### config.mk
export PLATFORM = sky130hd
export DESIGN_NAME = pattern_gen_top
export DESIGN_NICKNAME = d
export VERILOG_FILES = /design/src/rtl/pg_pkg.sv /design/src/rtl/pg_load_ctrl.sv /design/src/rtl/pg_shift_core.sv /design/src/rtl/pg_zero_limiter.sv /design/src/rtl/pattern_gen_top.sv
export SDC_FILE = /design/constraint.sdc
export NUM_CORES = 1
export LEC_CHECK = 0
export ABC_AREA = 1
export BUFFER_PORTS_ARGS = -buffer_cell sky130_fd_sc_hd__buf_2
export CAP_MARGIN = 10
export CORE_ASPECT_RATIO = 0.6
export CORE_MARGIN = 2
export CORE_UTILIZATION = 55
export DETAILED_ROUTE_END_ITERATION = 10
export PLACE_DENSITY = 0.83
export RECOVER_POWER = 50
export SLEW_MARGIN = 25
export SYNTH_ARGS = -nofsm -noshare
export SYNTH_HDL_FRONTEND = slang
export SYNTH_SLANG_ARGS = --single-unit
### constraint.sdc
create_clock -name clk -period 2.6 [get_ports clk]
set_clock_uncertainty 0.1 [all_clocks]
set_input_delay 0.26 -clock clk [delete_from_list [all_inputs] [get_ports clk]]
set_output_delay 0.26 -clock clk [all_outputs]
set_load 0.02 [all_outputs]
### src/rtl/pg_pkg.sv
// Package: shared sizing and the captured configuration record of the
// pattern generator. Assumes a register width that is a power of two.
package pg_pkg;
    localparam int PG_REG_W      = 32;
    localparam int PG_FIELD_W    = $clog2(PG_REG_W);
    localparam int PG_ZERO_LIMIT = 14;

    typedef struct packed {
        logic [PG_FIELD_W-1:0] len;
        logic [PG_FIELD_W-1:0] tap;
        logic                  rep_mode;
        logic                  qrss;
    } pg_cfg_t;
endpackage

### src/rtl/pg_load_ctrl.sv
// pg_load_ctrl: detects the rising edge of the load input and captures the
// configuration on that edge. Assumes load is synchronous to clk.
module pg_load_ctrl
    import pg_pkg::*;
(
    input  logic    clk,
    input  logic    rst_n,
    input  logic    load,
    input  pg_cfg_t cfg_in,
    output logic    load_edge,
    output pg_cfg_t cfg_q
);
    logic load_q;

    // Rising edge of load relative to its value at the previous clock.
    always_comb load_edge = load & ~load_q;

    // Track load and capture the configuration only on its rising edge.
    always_ff @(posedge clk) begin
        if (!rst_n) begin
            load_q <= 1'b0;
            cfg_q  <= '0;
        end else begin
            load_q <= load;
            if (load_edge) cfg_q <= cfg_in;
        end
    end

    AST_CFG_ONLY_ON_EDGE: assert property (@(posedge clk) disable iff (!rst_n)
        !load_edge |=> $stable(cfg_q));

    AST_CFG_CAPTURE: assert property (@(posedge clk) disable iff (!rst_n)
        load_edge |=> (cfg_q == $past(cfg_in)));
endmodule

### src/rtl/pg_shift_core.sv
// pg_shift_core: the shared shift register. It shifts toward the MSB, and
// the feedback enters bit 0. The raw output is bit len before the shift.
// Assumes cfg is stable except in the cycle after a load edge.
module pg_shift_core
    import pg_pkg::*;
#(
    parameter int REG_W = PG_REG_W
)(
    input  logic             clk,
    input  logic             rst_n,
    input  logic             load_edge,
    input  logic             bit_en,
    input  logic [REG_W-1:0] seed,
    input  pg_cfg_t          cfg,
    output logic             raw_bit
);
    logic [REG_W-1:0] sr_q;
    logic             tap_bit;
    logic             fb;

    // Select the output and tap bits, then form the feedback for the mode.
    always_comb begin
        raw_bit = sr_q[cfg.len];
        tap_bit = sr_q[cfg.tap];
        fb      = cfg.rep_mode ? raw_bit : (raw_bit ^ tap_bit);
    end

    // A load edge takes priority, otherwise shift when enabled, else hold.
    always_ff @(posedge clk) begin
        if (!rst_n)         sr_q <= '0;
        else if (load_edge) sr_q <= seed;
        else if (bit_en)    sr_q <= {sr_q[REG_W-2:0], fb};
    end

    AST_SEED_LOAD: assert property (@(posedge clk) disable iff (!rst_n)
        load_edge |=> (sr_q == $past(seed)));

    AST_HOLD_IDLE: assert property (@(posedge clk) disable iff (!rst_n)
        (!bit_en && !load_edge) |=> $stable(sr_q));

    AST_REP_FEED: assert property (@(posedge clk) disable iff (!rst_n)
        (bit_en && !load_edge && cfg.rep_mode) |=> (sr_q[0] == $past(sr_q[cfg.len])));

    AST_PRBS_FEED: assert property (@(posedge clk) disable iff (!rst_n)
        (bit_en && !load_edge && !cfg.rep_mode)
        |=> (sr_q[0] == ($past(sr_q[cfg.len]) ^ $past(sr_q[cfg.tap]))));
endmodule

### src/rtl/pg_zero_limiter.sv
// pg_zero_limiter: registers the output bit and its valid flag. In QRSS
// mode it forces a one after ZERO_LIMIT zero outputs in a row. The shift
// register is not affected by the forcing.
module pg_zero_limiter #(
    parameter int ZERO_LIMIT = pg_pkg::PG_ZERO_LIMIT
)(
    input  logic clk,
    input  logic rst_n,
    input  logic load_edge,
    input  logic bit_en,
    input  logic qrss,
    input  logic raw_bit,
    output logic pat_out,
    output logic pat_valid
);
    localparam int ZCNT_W = $clog2(ZERO_LIMIT + 1);

    logic [ZCNT_W-1:0] zrun_q;
    logic              force_one;
    logic              out_bit;

    // Force a one once the run of zero outputs reaches the limit.
    always_comb begin
        force_one = qrss && (zrun_q == ZCNT_W'(ZERO_LIMIT));
        out_bit   = raw_bit | force_one;
    end

    // Register the output and count zero outputs; a load clears the count.
    always_ff @(posedge clk) begin
        if (!rst_n) begin
            zrun_q    <= '0;
            pat_out   <= 1'b0;
            pat_valid <= 1'b0;
        end else if (load_edge) begin
            zrun_q    <= '0;
            pat_valid <= 1'b0;
        end else if (bit_en) begin
            pat_out   <= out_bit;
            pat_valid <= 1'b1;
            if (out_bit)                              zrun_q <= '0;
            else if (zrun_q != ZCNT_W'(ZERO_LIMIT))   zrun_q <= zrun_q + ZCNT_W'(1);
        end else begin
            pat_valid <= 1'b0;
        end
    end

    AST_QRSS_FORCE: assert property (@(posedge clk) disable iff (!rst_n)
        (bit_en && !load_edge && qrss && (zrun_q == ZCNT_W'(ZERO_LIMIT))) |=> pat_out);

    AST_VALID_FOLLOWS: assert property (@(posedge clk) disable iff (!rst_n)
        (bit_en && !load_edge) |=> pat_valid);

    AST_LOAD_NO_VALID: assert property (@(posedge clk) disable iff (!rst_n)
        load_edge |=> !pat_valid);

    AST_IDLE_NO_VALID: assert property (@(posedge clk) disable iff (!rst_n)
        (!bit_en && !load_edge) |=> (!pat_valid && $stable(pat_out)));
endmodule

### src/rtl/pattern_gen_top.sv
// pattern_gen_top: a programmable pseudorandom / repeating-word serial test
// pattern generator. The seed is assembled from two halves, and settings
// take effect on a rising edge of load. Assumes the slot qualification is
// done outside and arrives on bit_en.
module pattern_gen_top
    import pg_pkg::*;
#(
    parameter int REG_W  = PG_REG_W,
    parameter int HALF_W = REG_W / 2
)(
    input  logic                  clk,
    input  logic                  rst_n,
    input  logic [PG_FIELD_W-1:0] cfg_len,
    input  logic [PG_FIELD_W-1:0] cfg_tap,
    input  logic                  cfg_rep_mode,
    input  logic                  cfg_qrss,
    input  logic [HALF_W-1:0]     seed_hi,
    input  logic [HALF_W-1:0]     seed_lo,
    input  logic                  load,
    input  logic                  bit_en,
    output logic                  pat_out,
    output logic                  pat_valid
);
    logic [REG_W-1:0] seed_w;
    pg_cfg_t          cfg_in;
    pg_cfg_t          cfg_q;
    logic             load_edge;
    logic             raw_bit;

    // Join the two seed halves bit by bit.
    for (genvar g = 0; g < HALF_W; g++) begin : g_seed
        assign seed_w[g]          = seed_lo[g];
        assign seed_w[g + HALF_W] = seed_hi[g];
    end

    // Gather the configuration inputs into one record.
    always_comb begin
        cfg_in.len      = cfg_len;
        cfg_in.tap      = cfg_tap;
        cfg_in.rep_mode = cfg_rep_mode;
        cfg_in.qrss     = cfg_qrss;
    end

    pg_load_ctrl u_load (
        .clk       (clk),
        .rst_n     (rst_n),
        .load      (load),
        .cfg_in    (cfg_in),
        .load_edge (load_edge),
        .cfg_q     (cfg_q)
    );

    pg_shift_core #(.REG_W(REG_W)) u_core (
        .clk       (clk),
        .rst_n     (rst_n),
        .load_edge (load_edge),
        .bit_en    (bit_en),
        .seed      (seed_w),
        .cfg       (cfg_q),
        .raw_bit   (raw_bit)
    );

    pg_zero_limiter #(.ZERO_LIMIT(PG_ZERO_LIMIT)) u_limit (
        .clk       (clk),
        .rst_n     (rst_n),
        .load_edge (load_edge),
        .bit_en    (bit_en),
        .qrss      (cfg_q.qrss),
        .raw_bit   (raw_bit),
        .pat_out   (pat_out),
        .pat_valid (pat_valid)
    );
endmodule

==> results of run 1 <==
-- Yosys cell counts --
cell / count / area, um^2
inv_1: 86 / 322.8
buf_6: 2 / 22.52
dfxtp_1: 51 / 1021
nand4_1: 2 / 12.51
ha_1: 2 / 25.02
inv_4: 2 / 12.51
o221ai_1: 30 / 262.8
clkbuf_1: 9 / 33.78
clkinv_1: 2 / 7.510
nand2_1: 156 / 585.6
a21oi_1: 16 / 80.08
nand3_1: 60 / 300.3
nand2_2: 6 / 37.54
xor2_1: 1 / 8.760
nand3_2: 1 / 10.01
buf_4: 5 / 37.54
o21ai_0: 14 / 70.07
o211ai_1: 2 / 15.01
nor2_1: 6 / 22.52
buf_1: 2 / 7.510
nor2_2: 2 / 12.51
buf_2: 7 / 35.03
a21oi_2: 1 / 8.760
-- worst max-delay path, cell delays in order, from the launching register on --
cell,delay (ns)
dfxtp_1,0.74
inv_4,0.20
nand2_1,0.10
nand3_1,0.08
nand3_1,0.09
nand2_1,0.06
nand2_1,0.07
nand2_1,0.05
nand2_1,0.05
nand2_1,0.08
nor2_1,0.13
nand2_1,0.07
o211ai_1,0.08
inv_1,0.05
-- worst paths after layout --
check	slack (ns)	endpoint	depth (start not counted)
worst max-delay path	0.54	u_limit.pat_out	13
worst min-delay path	0.05	u_load.load_q	3
worst max register to register	0.54	u_limit.pat_out	13
worst min register to register	0.39	u_load.cfg_q[6]	2
-- layout make-up --
class                   count  area (um^2)  area share, %
multi-input cells         299         1449          44.20
flip-flops and latches     51         1021          31.15
inverters                  90        342.8          10.46
repair buffers             55        280.3          8.550
well taps                  66        82.58          2.519
clock buffers               6        72.57          2.214
clock inverters             1        30.03         0.9160
-- layer usage --
layer	routed length (um)	up-vias
li1	-	1547
met4	85	0
met2	2930	121
met1	3837	1332
met5	0	-
met3	732	10
-- power by group through the flow --
stage	Sequential, W	Clock (W)	Combinational, W
after floorplan	0.000877	0	0.000274
after global placement	0.000902	0	0.000342
after detailed placement	0.000903	0	0.000353
after CTS	0.000885	0.000543	0.000355
after global routing	0.000893	0.000575	0.000402
final	0.000887	0.000541	0.000355
-- stage by stage --
| step | std cells | utilization [%] |
|---|---|---|
| after global routing | 568 | 64.22 |
| after global placement | 561 | 62.45 |
| after detailed placement | 561 | 62.45 |
| after floorplan | 465 | - |
| final | 568 | 64.22 |
| after CTS | 568 | 64.46 |
-- logic make-up after synthesis --
kind of cell / after synthesis / share of synthesized area, %
buffers and inverters: 115 / 16.24
XOR/XNOR: 1 / 0.2968
flip-flops: 51 / 34.59
AND/OR/NAND/NOR: 233 / 33.23
adder cells (fa/ha/maj): 2 / 0.8477
AO/OA/AOI/OAI: 63 / 14.79
-- registers in the layout, summed over array words and instances (netlist names) --
name,count
u_load.cfg_q,12
u_limit.pat_valid,1
u_load.load_q,1
u_limit.zrun_q,4
u_limit.pat_out,1
u_core.sr_q,32
==> flow_metrics.env, run 1 <==
export IMPL_clk_latency_ns=0.30
export IMPL_p_sw_share_pct=30.04
export IMPL_min_path_type="primary input to register"
export IMPL_crit_fanout=17
export IMPL_fillers=487
export IMPL_grt_pass1_vias=2540
export IMPL_syn_nets=515
export IMPL_pwr_share_seq_pct=49.8
export IMPL_final_common_cell="nand2_1"
export IMPL_fin_area_mm2=0.003278
export IMPL_gp_congestion=0.9700
export IMPL_timing_hold_violations_final=0
export IMPL_avgSynthCellArea_um2=6.347
export IMPL_outcome="completed"
export IMPL_top_usage_layer="met1"
export IMPL_cts_tree="built"
export IMPL_rsz0062_at_grt="false"
export IMPL_drt_iter0_markers=255
export IMPL_hp_start="load"
export IMPL_io_buffers=49
export IMPL_period_share_pct=79.15
export IMPL_wl_per_cell_um=13.35
export IMPL_coreArea_mm2=0.005105
export IMPL_via_per_inst=5.299
export IMPL_power_switching_w=0.0005354
export IMPL_synth_warnings=0
export IMPL_pwr_share_comb_pct=19.9
export IMPL_critPathCaptureType="register"
export IMPL_antenna_left=0
export IMPL_synth_seq_cells=51
export IMPL_reg2reg_from="u_load.cfg_q[7]"
export IMPL_met1_usage_pct=38.65
export IMPL_grt_max_degree=33
export IMPL_h_tree_depth=2
export IMPL_rows=20
export IMPL_finalPower_w=0.001782
export IMPL_ys_seq_area_share_pct=34.59
export IMPL_layout_common_cells="156 x nand2_1, 86 x inv_1, 60 x nand3_1"
export IMPL_post_cts_resized=0
export IMPL_num_vias=3010
export IMPL_cap_violations=0
export IMPL_syn_cell_area_mm2=0.002952
export IMPL_tightestPinTransition_ns=1.127
export IMPL_die_y_um=60.75
export IMPL_antenna_cells=0
export IMPL_crit_arrival_ns=2.16
export IMPL_hold_slack_ns=0.04660
export IMPL_placed_cell_area_mm2=0.003188
export IMPL_leakage_nw=1.659
export IMPL_finalSetupTns_ns=0
export IMPL_yosysUniqueCellTypes=23
export IMPL_power_frac_clock_pct=30.3
export IMPL_syn_to_final_growth_pct=11.06
export IMPL_vdd_drop_max_mv=0.2509
export IMPL_cts_root_buffer="clkbuf_8"
export IMPL_synth_cells=465
export IMPL_drcViolationCount=0
export IMPL_clkTransAtPathRegs_ns=0.09
export IMPL_cts_buffers=5
export IMPL_grtUsageMet3_pct=7.719
export IMPL_wl_mm=7.585
export IMPL_pre_cts_ws_ns=0.5927
export IMPL_grt_pass1_wl_mm=12.10
export IMPL_start_util_pct=57.82
export IMPL_clock_sinks=51
export IMPL_antenna_found_initial=0
export IMPL_critPathLaunchType="register"
export IMPL_crit_path_start="u_load.cfg_q[7]"
export IMPL_crit_required_ns=2.70
export IMPL_setup_viol=0
export IMPL_fin_nets=552
export IMPL_grt_use_total_pct=25.76
export IMPL_min_period_ns=2.058
export IMPL_pin_count=50
export IMPL_final_max_slew_viol_count=0
export IMPL_cts_hold_buffers=0
export IMPL_path_class="register to register"
export IMPL_clock_path_buffers=2
export IMPL_drive_above_1_share_pct=13.55
export IMPL_clock_fmax_ghz=0.4859
export IMPL_cts_setup_buffers=0
export IMPL_fp_dieW_um=98.58
export IMPL_relSlewSlack_pct=24.88
export IMPL_power_density_mw_per_mm2=543.7
export IMPL_dieArea_mm2=0.005988
export IMPL_grt_overflow=0
export IMPL_intPower_w=0.001247
export IMPL_finalWorstSetupSlack_ns=0.5420
export IMPL_firstDrtPassIters=5
export IMPL_use_met2_pct=36.05
export IMPL_dpl_hpwl_mm=5.609
No activity file was read; power rests on OpenSTA's default activity.
==> run 2, diff against run 1 <==
Settings changed: ABC_AREA 1 to 0, PLACE_DENSITY 0.83 to 0.84.
Clock period 2.6 ns to 2 ns, I/O delays scaled along.
==> run 2 against run 1 <==
Worst setup slack got worse by 0.45 ns. Clock power rose by 21%. Clock-buffer cell count grew 2. Largest power group unchanged. Highest routed layer unchanged.
==> flow_metrics.env, run 2 <==
export IMPL_cts_root_buffer="clkbuf_8"
export IMPL_clock_fmax_ghz=0.5244
export IMPL_vdd_drop_max_mv=0.4446
export IMPL_grt_use_total_pct=26.08
export IMPL_outcome="completed"
export IMPL_cts_tree="built"
export IMPL_pre_cts_ws_ns=0.02702
export IMPL_regMostFlops="u_core.sr_q"
export IMPL_gp_congestion=0.9919
export IMPL_crit_arrival_ns=1.97
export IMPL_cts_hold_buffers=0
export IMPL_dieArea_mm2=0.005661
export IMPL_reg_top3="u_core.sr_q x32, u_load.cfg_q x12, u_limit.zrun_q x4"
export IMPL_crit_path_start="u_load.cfg_q[10]"
export IMPL_dpl_hpwl_mm=5.062
export IMPL_fp_dieW_um=95.81
export IMPL_synth_warnings=0
export IMPL_clock_sinks=51
export IMPL_final_max_slew_viol_count=0
export IMPL_synth_common_cells="51 x dfxtp_1, 47 x mux2i_1, 39 x nor2_1"
export IMPL_clkTransAtPathRegs_ns=0.09
export IMPL_clock_path_buffers=2
export IMPL_critPathLaunchType="register"
export IMPL_min_period_ns=1.907
export IMPL_path_class="register to register"
export IMPL_wl_per_cell_um=16.80
export IMPL_syn_cell_area_mm2=0.002781
export IMPL_h_tree_depth=2
export IMPL_fin_nets=396
export IMPL_grt_pass1_vias=2215
export IMPL_relSlewSlack_pct=48.65
export IMPL_fin_util_pct=67.73
export IMPL_timing_hold_violations_final=0
export IMPL_yosysUniqueCellTypes=38
export IMPL_avgSynthCellArea_um2=9.271
export IMPL_syn_nets=350
export IMPL_layout_common_cells="49 x dfxtp_1, 47 x mux2i_1, 46 x buf_2"
export IMPL_ys_seq_area_share_pct=36.71
export IMPL_rows=19
export IMPL_synth_edf_count=0
export IMPL_start_util_pct=59.09
export IMPL_synth_top_cell_area_share_pct=36.71
export IMPL_min_path_type="primary input to register"
export IMPL_num_vias=2451
export IMPL_via_per_inst=5.978
export IMPL_synth_area_top_cells="dfxtp_1 37%, mux2i_1 17%, a211oi_1 8.4%, nor2_1 5.3%, mux4_1 4.7%"
export IMPL_yosysMostFrequentCell="dfxtp_1"
export IMPL_leakage_nw=1.310
export IMPL_drt_iter0_markers=226
export IMPL_period_share_pct=95.34
export IMPL_coreArea_mm2=0.004707
export IMPL_synth_seq_cells=51
export IMPL_cts_setup_buffers=0
export IMPL_finalWorstSetupSlack_ns=0.09322
export IMPL_final_common_cell="dfxtp_1"
export IMPL_reg2reg_from="u_load.cfg_q[10]"
export IMPL_crit_fanout=7
export IMPL_firstDrtPassIters=5
export IMPL_critPathCaptureType="register"
export IMPL_setup_viol=0
export IMPL_synth_largest_area_cell="dfxtp_1"
export IMPL_cap_violations=0
export IMPL_finalSetupTns_ns=0
export IMPL_async_reset_ff_share_pct=0
export IMPL_pin_count=50
export IMPL_synth_cells=300
export IMPL_crit_required_ns=2.06
export IMPL_syn_to_final_growth_pct=14.62
export IMPL_rsz0062_at_grt="false"
export IMPL_synth_ff_type="dfxtp_1"
export IMPL_wl_mm=6.886
export IMPL_die_y_um=59.09
export IMPL_hp_start="cfg_tap[4]"
export IMPL_grt_pass1_wl_mm=11.14
export IMPL_antenna_found_initial=0
export IMPL_antenna_cells=0
export IMPL_clk_latency_ns=0.30
export IMPL_drcViolationCount=0
export IMPL_drive_above_1_share_pct=22.48
export IMPL_power_density_mw_per_mm2=711.6
export IMPL_grt_overflow=0
export IMPL_antenna_left=0
export IMPL_grt_max_degree=43
export IMPL_io_buffers=49
export IMPL_largest_reg_flops=32
export IMPL_post_cts_resized=0
export IMPL_tightestPinTransition_ns=0.7702
export IMPL_cts_buffers=5
run 2: changes by cell type in the layout (fill, tap and decap cells not counted), sizes merged, moves of 31 or more:
cell / previous run / this run
nand2: 162 / 31
nand3: 61 / 8
inv: 88 / 4
mux2i: 0 / 47
a211oi: 0 / 31
nor2: 8 / 39
run 2: layout make-up:
type | instances | area [um^2]
clock buffer | 8 | 100.1
fill | 387 | 1519
inverter | 4 | 15.01
multi-input combinational | 221 | 1604
sequential | 51 | 1023
tap | 63 | 78.83
timing repair buffer | 63 | 366.6
run 2: logic make-up after synthesis:
group	after synthesis	share of synthesized area, %
adder cells (fa/ha/maj)	2	0.8995
AND/OR/NAND/NOR	96	15.34
multiplexers	58	25.69
AO/OA/AOI/OAI	64	15.43
buffers and inverters	28	5.622
XOR/XNOR	1	0.3149
flip-flops	51	36.71
run 2: power by group:
part | switching (W) | internal (W) | total, W
registers | 0.0000965 | 0.00109 | 0.00119
logic | 0.000209 | 0.000220 | 0.000429
clock network | 0.000337 | 0.000317 | 0.000654
run 2: metrics by stage:
step / power [W] / instance area, um^2 / instances / hold slack (ns)
detailed placement: 0.001628 / 3097 / 402 / 0.3477
floorplan: 0.001480 / 2781 / 300 / 0.2217
global route: 0.002370 / 3188 / 410 / 0.02413
CTS: 0.002268 / 3197 / 410 / 0.02298
finish: 0.002269 / 3188 / 410 / 0.02325
global placement: 0.001614 / 3097 / 402 / 0.3427
run 2: critical path: stages (launching register included):
cell      delay, ns
dfxtp_1        0.52
nor2b_1        0.35
a22oi_1        0.15
nand3_1        0.12
and4_4         0.28
and2_1         0.16
a311oi_1       0.09
run 2: path summary, 6_finish.rpt:
path	end	slack, ns	cells after the start
setup / recovery	u_limit.pat_out	0.09	6
hold / removal	u_load.cfg_q[6]	0.02	3
setup reg to reg	u_limit.pat_out	0.09	6
hold reg to reg	u_load.cfg_q[1]	0.41	2
run 2: metal layers:
layer | track usage, % | share of wire [%] | vias to the layer above
met5 | 0 | 0 | -
met4 | 5.510 | 1.0 | 0
met3 | 6.616 | 11 | 13
met2 | 35.66 | 38 | 126
met1 | 41.11 | 50 | 1121
li1 | - | - | 1191
